## config.mk

```make
export PLATFORM = sky130hd
export DESIGN_NAME = entry_chain_walker
export DESIGN_NICKNAME = d
export VERILOG_FILES = /design/src/rtl/ecw_pkg.sv /design/src/rtl/ecw_dpath.sv /design/src/rtl/ecw_ctrl.sv /design/src/rtl/entry_chain_walker.sv
export SDC_FILE = /design/constraint.sdc
export NUM_CORES = 1
export LEC_CHECK = 0
export ABC_CLOCK_PERIOD_IN_PS = 4800
export BUFFER_PORTS_ARGS = -buffer_cell sky130_fd_sc_hd__buf_2
export CORE_MARGIN = 5
export CORE_UTILIZATION = 35
export DETAILED_ROUTE_END_ITERATION = 7
export GPL_TIMING_DRIVEN = 0
export PLACE_DENSITY_LB_ADDON = 0.1
export SKIP_LAST_GASP = 1
export SLEW_MARGIN = 20
export SYNTH_ARGS = -nofsm -noshare
export SYNTH_HDL_FRONTEND = slang
export SYNTH_HIERARCHICAL = 1
export SYNTH_SLANG_ARGS = --single-unit
```

## constraint.sdc

```tcl
create_clock -name clk -period 4.8 [get_ports clk]
set_input_delay 0.48 -clock clk [delete_from_list [all_inputs] [get_ports clk]]
set_output_delay 0.48 -clock clk [all_outputs]
set_load 0.05 [all_outputs]
```

## src/rtl/ecw_pkg.sv

```systemverilog
package ecw_pkg;

  localparam int PORT_IDX_W = 6;

  typedef enum logic [3:0] {
    S_IDLE, S_CHECK, S_LEN, S_TYP, S_DECIDE, S_B2, S_B3, S_EMIT, S_FIN
  } walkState_t;

  // strobes from control to datapath
  typedef struct packed {
    logic       load;
    logic       rd;
    logic [1:0] ofs;
    logic       capLen;
    logic       capTyp;
    logic       capB2;
    logic       capB3;
    logic       advance;
    logic       emit;
  } walkCmd_t;

  // status from datapath to control
  typedef struct packed {
    logic atEnd;
    logic lastByte;
    logic badLen;
    logic isPort;
    logic isDisabled;
    logic lenIsPort;
  } walkFlags_t;

endpackage

```

## src/rtl/ecw_dpath.sv

```systemverilog
module ecw_dpath
  import ecw_pkg::*;
#(
  parameter int ADDR_W     = 11,
  parameter int HDR_BYTES  = 22,
  parameter int PORT_BYTES = 8
) (
  input  logic                  clk,
  input  logic                  rstN,
  input  walkCmd_t              cmd,
  input  logic [ADDR_W-1:0]     startSize,
  input  logic [7:0]            memData,
  output walkFlags_t            flags,
  output logic                  memRd,
  output logic [ADDR_W-1:0]     memAddr,
  output logic [PORT_IDX_W-1:0] portIdx,
  output logic                  portDis,
  output logic                  portLink,
  output logic                  partnerValid,
  output logic [PORT_IDX_W-1:0] partnerNum
);

  localparam int EXT_W = ADDR_W + 1;

  logic [ADDR_W-1:0]     pos;
  logic [ADDR_W-1:0]     size;
  logic [7:0]            lenReg;
  logic [7:0]            typReg;
  logic                  linkBit;
  logic                  pairBit;
  logic [PORT_IDX_W-1:0] pairNum;

  logic [EXT_W-1:0] posExt;
  logic [EXT_W-1:0] sizeExt;
  logic [EXT_W-1:0] endExt;

  assign posExt  = {1'b0, pos};
  assign sizeExt = {1'b0, size};
  assign endExt  = posExt + EXT_W'(lenReg);

  always_comb begin
    flags.atEnd      = (pos >= size);
    flags.lastByte   = (posExt + EXT_W'(1) == sizeExt);
    flags.badLen     = (lenReg == 8'd0) || (endExt > sizeExt);
    flags.isPort     = typReg[7];
    flags.isDisabled = typReg[6];
    flags.lenIsPort  = (lenReg == 8'(PORT_BYTES));
  end

  assign memRd   = cmd.rd;
  assign memAddr = pos + ADDR_W'(cmd.ofs);

  always_ff @(posedge clk) begin
    if (!rstN) begin
      pos     <= '0;
      size    <= '0;
      lenReg  <= '0;
      typReg  <= '0;
      linkBit <= 1'b0;
      pairBit <= 1'b0;
      pairNum <= '0;
    end else begin
      if (cmd.load) begin
        pos  <= ADDR_W'(HDR_BYTES);
        size <= startSize;
      end else if (cmd.advance) begin
        pos <= pos + ADDR_W'(lenReg);
      end
      if (cmd.capLen) lenReg <= memData;
      if (cmd.capTyp) typReg <= memData;
      if (cmd.capB2) begin
        linkBit <= memData[4];
        pairBit <= memData[7];
      end
      if (cmd.capB3) pairNum <= memData[PORT_IDX_W-1:0];
    end
  end

  // result fields; a disabled port reports no link data
  assign portIdx      = typReg[PORT_IDX_W-1:0];
  assign portDis      = typReg[6];
  assign portLink     = !typReg[6] && linkBit;
  assign partnerValid = !typReg[6] && pairBit;
  assign partnerNum   = typReg[6] ? '0 : pairNum;

  a_r2_read_in_image: assert property (@(posedge clk) disable iff (!rstN)
    cmd.rd |-> (memAddr < size));

  a_r4_emit_in_bounds: assert property (@(posedge clk) disable iff (!rstN)
    cmd.emit |-> ((endExt <= sizeExt) && (lenReg != 8'd0)));

  a_r8_emit_port_len: assert property (@(posedge clk) disable iff (!rstN)
    (cmd.emit && !typReg[6]) |-> (lenReg == 8'(PORT_BYTES)));

  a_r10_advance_forward: assert property (@(posedge clk) disable iff (!rstN)
    cmd.advance |=> (pos > $past(pos)));

endmodule

```

## src/rtl/ecw_ctrl.sv

```systemverilog
module ecw_ctrl
  import ecw_pkg::*;
(
  input  logic       clk,
  input  logic       rstN,
  input  logic       start,
  input  walkFlags_t flags,
  output walkCmd_t   cmd,
  output logic       busy,
  output logic       done,
  output logic       overrun,
  output logic       malformed
);

  walkState_t state, stateNext;
  logic setOver;
  logic setMal;

  always_comb begin
    stateNext = state;
    cmd       = '0;
    setOver   = 1'b0;
    setMal    = 1'b0;
    unique case (state)
      S_IDLE: begin
        if (start) begin
          cmd.load  = 1'b1;
          stateNext = S_CHECK;
        end
      end
      S_CHECK: begin
        if (flags.atEnd) begin
          stateNext = S_FIN;
        end else if (flags.lastByte) begin
          setOver   = 1'b1;
          stateNext = S_FIN;
        end else begin
          cmd.rd    = 1'b1;
          cmd.ofs   = 2'd0;
          stateNext = S_LEN;
        end
      end
      S_LEN: begin
        cmd.capLen = 1'b1;
        cmd.rd     = 1'b1;
        cmd.ofs    = 2'd1;
        stateNext  = S_TYP;
      end
      S_TYP: begin
        cmd.capTyp = 1'b1;
        stateNext  = S_DECIDE;
      end
      S_DECIDE: begin
        if (flags.badLen) begin
          setOver   = 1'b1;
          stateNext = S_FIN;
        end else if (!flags.isPort) begin
          cmd.advance = 1'b1;
          stateNext   = S_CHECK;
        end else if (flags.isDisabled) begin
          cmd.emit    = 1'b1;
          cmd.advance = 1'b1;
          stateNext   = S_CHECK;
        end else if (!flags.lenIsPort) begin
          setMal      = 1'b1;
          cmd.advance = 1'b1;
          stateNext   = S_CHECK;
        end else begin
          cmd.rd    = 1'b1;
          cmd.ofs   = 2'd2;
          stateNext = S_B2;
        end
      end
      S_B2: begin
        cmd.capB2 = 1'b1;
        cmd.rd    = 1'b1;
        cmd.ofs   = 2'd3;
        stateNext = S_B3;
      end
      S_B3: begin
        cmd.capB3 = 1'b1;
        stateNext = S_EMIT;
      end
      S_EMIT: begin
        cmd.emit    = 1'b1;
        cmd.advance = 1'b1;
        stateNext   = S_CHECK;
      end
      S_FIN: begin
        stateNext = S_IDLE;
      end
      default: stateNext = S_IDLE;
    endcase
  end

  always_ff @(posedge clk) begin
    if (!rstN) begin
      state     <= S_IDLE;
      overrun   <= 1'b0;
      malformed <= 1'b0;
    end else begin
      state <= stateNext;
      if (cmd.load) begin
        overrun   <= 1'b0;
        malformed <= 1'b0;
      end else begin
        if (setOver) overrun   <= 1'b1;
        if (setMal)  malformed <= 1'b1;
      end
    end
  end

  assign busy = (state != S_IDLE);
  assign done = (state == S_FIN);

  a_r4_overrun_at_done: assert property (@(posedge clk) disable iff (!rstN)
    $rose(overrun) |-> done);

  a_r10_done_pulse: assert property (@(posedge clk) disable iff (!rstN)
    done |=> !done);

  a_r11_no_reload_busy: assert property (@(posedge clk) disable iff (!rstN)
    busy |-> !cmd.load);

  a_r9_malformed_holds: assert property (@(posedge clk) disable iff (!rstN)
    (malformed && busy) |=> malformed);

endmodule

```

## src/rtl/entry_chain_walker.sv

```systemverilog
module entry_chain_walker
  import ecw_pkg::*;
#(
  parameter int ADDR_W     = 11,
  parameter int HDR_BYTES  = 22,
  parameter int PORT_BYTES = 8
) (
  input  logic                  clk,
  input  logic                  rstN,
  input  logic                  start,
  input  logic [ADDR_W-1:0]     imageSize,
  output logic                  memRd,
  output logic [ADDR_W-1:0]     memAddr,
  input  logic [7:0]            memData,
  output logic                  portWe,
  output logic [PORT_IDX_W-1:0] portIdx,
  output logic                  portDis,
  output logic                  portLink,
  output logic                  partnerValid,
  output logic [PORT_IDX_W-1:0] partnerNum,
  output logic                  busy,
  output logic                  done,
  output logic                  overrun,
  output logic                  malformed
);

  walkCmd_t   cmd;
  walkFlags_t flags;

  ecw_ctrl ctrl_i (
    .clk       (clk),
    .rstN      (rstN),
    .start     (start),
    .flags     (flags),
    .cmd       (cmd),
    .busy      (busy),
    .done      (done),
    .overrun   (overrun),
    .malformed (malformed)
  );

  ecw_dpath #(
    .ADDR_W     (ADDR_W),
    .HDR_BYTES  (HDR_BYTES),
    .PORT_BYTES (PORT_BYTES)
  ) dpath_i (
    .clk          (clk),
    .rstN         (rstN),
    .cmd          (cmd),
    .startSize    (imageSize),
    .memData      (memData),
    .flags        (flags),
    .memRd        (memRd),
    .memAddr      (memAddr),
    .portIdx      (portIdx),
    .portDis      (portDis),
    .portLink     (portLink),
    .partnerValid (partnerValid),
    .partnerNum   (partnerNum)
  );

  assign portWe = cmd.emit;

endmodule

```

==> run_results.csv <==
group,metric,value,unit
outcome,result_of_the_run,"finished with violations",
outcome,violations,"setup timing",
sta,maxClockFrequency,201,MHz
finish,layout-area-overhead-vs-synth,27.8,%
floorplanning,floorplan.die_area,12900,µm²
detailed_routing,drc,0,
synth,yosysSeqAreaShare,27.8,%
job,drv_cap,0,
synth,synth_compound_area_share,13.2,%
finish,multi_input_comb_area,2700,µm²
global_routing,met2_usage,26.0,%
cts,numClockSinks,52,
synth,postSynthCellCount,422,
placed_design,dp_slack,-0.836,ns
detailed_routing,detailroute.via_count,3309,
floorplanning,start_util,36.1,%
placed_design,buffer_ports.inserted,53,
global_routing,use_met1,21.5,%
synth,synth.yosys.warnings,6,
sta,final_hold_viol_count,0,
synth,yosys.area_share.xor_xnor,7.25,%
floorplanning,die_width,113,µm
hold_path,hold_path_class,"in2reg",
global_routing,grt_antenna_before_repair,0,
placed_design,place.detailed.hpwl,7510,µm
cts,cts_max_path_buffers,2,
placed_design,gp_routability_congestion,0.830,
finish,area.sequential,1060,µm²
synth,syn-mean-instance-area,8.87,µm²
sta,final-max-slew-violation-count,0,
power_and_ir_drop,power.static_leakage,2.03,nW
synth,synthMuxAreaShare,10.5,%
worst_setup_path,critical_path_peak_fanout,3,
synth,synth_area_leader_cell,"dfxtp_1",
global_routing,gr_met3_demand_resource,2.71,%
cts,cts.clk_slew.worst_paths,0.12,ns
floorplanning,placeableCoreArea,10400,µm²
synth,async_flop_share,0,%
worst_setup_path,worstSetupEndpointType,"output pin",
synth,synth_enable_flop_cells,0,
sta,hold-worst-slack,0.419,ns
synth,synthDominantCellAreaShare,27.8,%
floorplanning,floorplan.io_pins,54,
global_routing,grt_usage,15.7,%
power_and_ir_drop,clock_network_fraction_of_design_power,23.7,%
sta,final.min_clock_period,4.98,ns
detailed_routing,totalWireLength,9970,µm
finish,final.fill_count,1065,
cts,htree_levels,2,
detailed_routing,route.antenna.remaining_nets,0,
cts,number_of_buffers_added_by_the_clock_tree_synthesis_step,5,
sta,setup_slack,-0.182,ns
synth,synth_seq_cells,52,
detailed_routing,total_iterations_of_the_first_detailed_routing_run,4,
detailed_routing,routed_via_density,5.07,
floorplanning,number_of_placement_rows,37,
power_and_ir_drop,vdd_ir_drop_max,139,µV
global_routing,largest_net_degree_at_the_start_of_global_routing,20,
power_and_ir_drop,net-switching-power,0.000427,W
detailed_routing,drt-initial-drc-count,117,
sta,fin_worst_skew,0.00916,ns
sta,fin_crit_sh,104,%
sta,max_slew_margin,52.7,%
worst_setup_path,start_kind,"flop",
finish,final_core_util,46.2,%
power_and_ir_drop,power.density,251,nW/µm²
synth,synth.lib_cells_used.distinct,61,
cts,cts_tree,"yes",
synth,synth_nets,479,
synth,yosys.area_share.simple,24.2,%
power_and_ir_drop,power.switching_fraction,35.5,%
synth,synthTopCellsByCount,"dfxtp_1 (52), nor2b_1 (49), mux2i_1 (38)",
sta,setup-violations-final,6,
worst_setup_path,timing.critical_path.required,4.32,ns
synth,post_synth_fa_ha_maj_area_fraction,12.1,%
synth,post_synth_instance_area,3740,µm²
power_and_ir_drop,internal_power,0.000775,W
synth,synth_top_family_by_area,"simple AND/OR/NAND/NOR gates",
worst_setup_path,critical_path_class,"reg2out",
finish,drive_gt1_share,30.4,%
synth,synthMostInstantiatedCell,"dfxtp_1",
finish,antenna-diode-count,0,
power_and_ir_drop,share_comb_of_total_power,36.7,%
synth,synth_top_flop_cell,"dfxtp_1",
cts,skew_pair_late_insertion_delay,0.32,ns
power_and_ir_drop,seq_power_share,39.6,%
global_routing,first_global_vias,3318,
cts,ctsRootBufferMaster,"clkbuf_8",
global_routing,busiest_layer,"met2",
cts,cts_hold_buffers,0,
sta,rsz0062_at_grt,"true",
floorplanning,floorplan.die.height,113,µm
sta,worst-slew-pin-transition,0.710,ns
finish,num-nets-final,573,
worst_setup_path,timing.critical_path.arrival,4.50,ns
global_routing,first_pass_grt_wire_length,16400,µm
detailed_routing,wl_per_cell,15.3,µm
global_routing,overflow,0,
synth,synth.top_cells.by_area,"dfxtp_1 (28%), ha_1 (11%), mux2i_1 (10%)",
==> per-layer routing <==
metal | share of wire [%] | vias up
met4 | 0.82 | 0
met2 | 47 | 51
li1 | - | 1686
met3 | 2.7 | 4
met5 | 0 | -
met1 | 49 | 1568
==> placed cells by master (no fill, tap or decap), types with 5 or more instances in the layout <==
cell / instances
nor2b_1: 49
buf_2: 48
dfxtp_1: 44
buf_4: 42
mux2i_1: 38
ha_1: 30
inv_1: 19
xnor2_1: 19
nor2_1: 18
nand2_1: 16
clkbuf_1: 12
a21oi_1: 11
nor3_1: 8
o21ai_0: 7
nand4_1: 7
nand3b_1: 7
xor2_1: 7
o211ai_1: 7
buf_6: 6
nand2b_1: 6
nand3_1: 6
clkbuf_8: 5
==> metrics by stage <==
step	instance area [µm²]	setup TNS [ns]	instances	power, W
after floorplan	3770	-0.0603	422	0.000733
after global placement	4200	-3.29	611	0.000815
after detailed placement	4200	-4.31	611	0.000819
after CTS	4690	-1.38	649	0.00121
after global routing	4790	-2.63	653	0.00128
final	4790	-0.621	653	0.00120
==> repair_timing <==
| action | CTS | global route |
|---|---|---|
| endpoints found under the setup margin | 17 | 25 |
| gates resized for setup | 46 | 21 |
| pin swaps | 24 | 26 |
| cloned | 0 | 0 |
| setup buffers | 31 | 8 |
| endpoints found under the hold margin | 0 | 0 |
==> layout make-up <==
class | count | area share [%]
multi-input cells | 327 | 56.4
clock buffers | 5 | 1.44
well taps | 136 | 3.55
plain buffers | 23 | 2.48
flip-flops and latches | 52 | 22.2
clock inverters | 3 | 0.601
inverters | 20 | 1.57
repair buffers | 87 | 11.8
==> worst max-delay path, cell delays in order, from the launching register on <==
cell and delay (ns):
dfxtp_4 0.37, ha_4 0.16, buf_4 0.14, a211oi_4 0.25, o21bai_1 0.12, a21oi_2 0.19
xnor2_1 0.15, ha_1 0.27, a211o_1 0.26, o211ai_1 0.12, a21oi_2 0.09, o41ai_2 0.32
o211ai_1 0.18, inv_1 0.14, a31o_4 0.19, inv_2 0.05, fa_2 0.41, nor2_4 0.18
nand3_4 0.11, buf_4 0.18, xnor2_2 0.13, buf_6 0.18
==> final timing paths <==
check | start | endpoint | slack [ns] | cells after the start
worst max-delay path | dpath_i/lenReg[0]$_SDFFE_PN0P_ | memAddr[8] | -0.18 | 21
worst min-delay path | imageSize[10] | dpath_i/size[10]$_SDFFE_PN0P_ | 0.42 | 3
worst max register to register | dpath_i/lenReg[0]$_SDFFE_PN0P_ | dpath_i/pos[3]$_SDFFE_PP0P_ | 0.24 | 26
worst min register to register | dpath_i/pairNum[4]$_SDFFE_PN0P_ | dpath_i/pairNum[4]$_SDFFE_PN0P_ | 0.53 | 2
==> registers in the layout, summed over array words and instances, names as in the netlist <==
| register | flops |
|---|---|
| ctrl_i/state | 4 |
| ctrl_i/malformed | 1 |
| dpath_i/typReg | 8 |
| ctrl_i/overrun | 1 |
| dpath_i/pairNum | 6 |
| dpath_i/size | 11 |
| dpath_i/pairBit | 1 |
| dpath_i/pos | 11 |
| dpath_i/linkBit | 1 |
| dpath_i/lenReg | 8 |
==> kinds of logic after synthesis <==
logic type,count (synthesis)
XOR/XNOR,31
adder cells (fa/ha/maj),35
multiplexers,39
AND/OR/NAND/NOR,150
AO/OA/AOI/OAI,72
flip-flops,52
buffers and inverters,43
==> power by group through the flow <==
stage,logic (W),registers (W),clock network [W]
finish,0.000441,0.000476,0.000285
global route,0.000482,0.000480,0.000318
CTS,0.000434,0.000475,0.000302
detailed placement,0.000332,0.000487,0
global placement,0.000328,0.000487,0
floorplan,0.000249,0.000484,0
(Power assumes the default switching activity.)
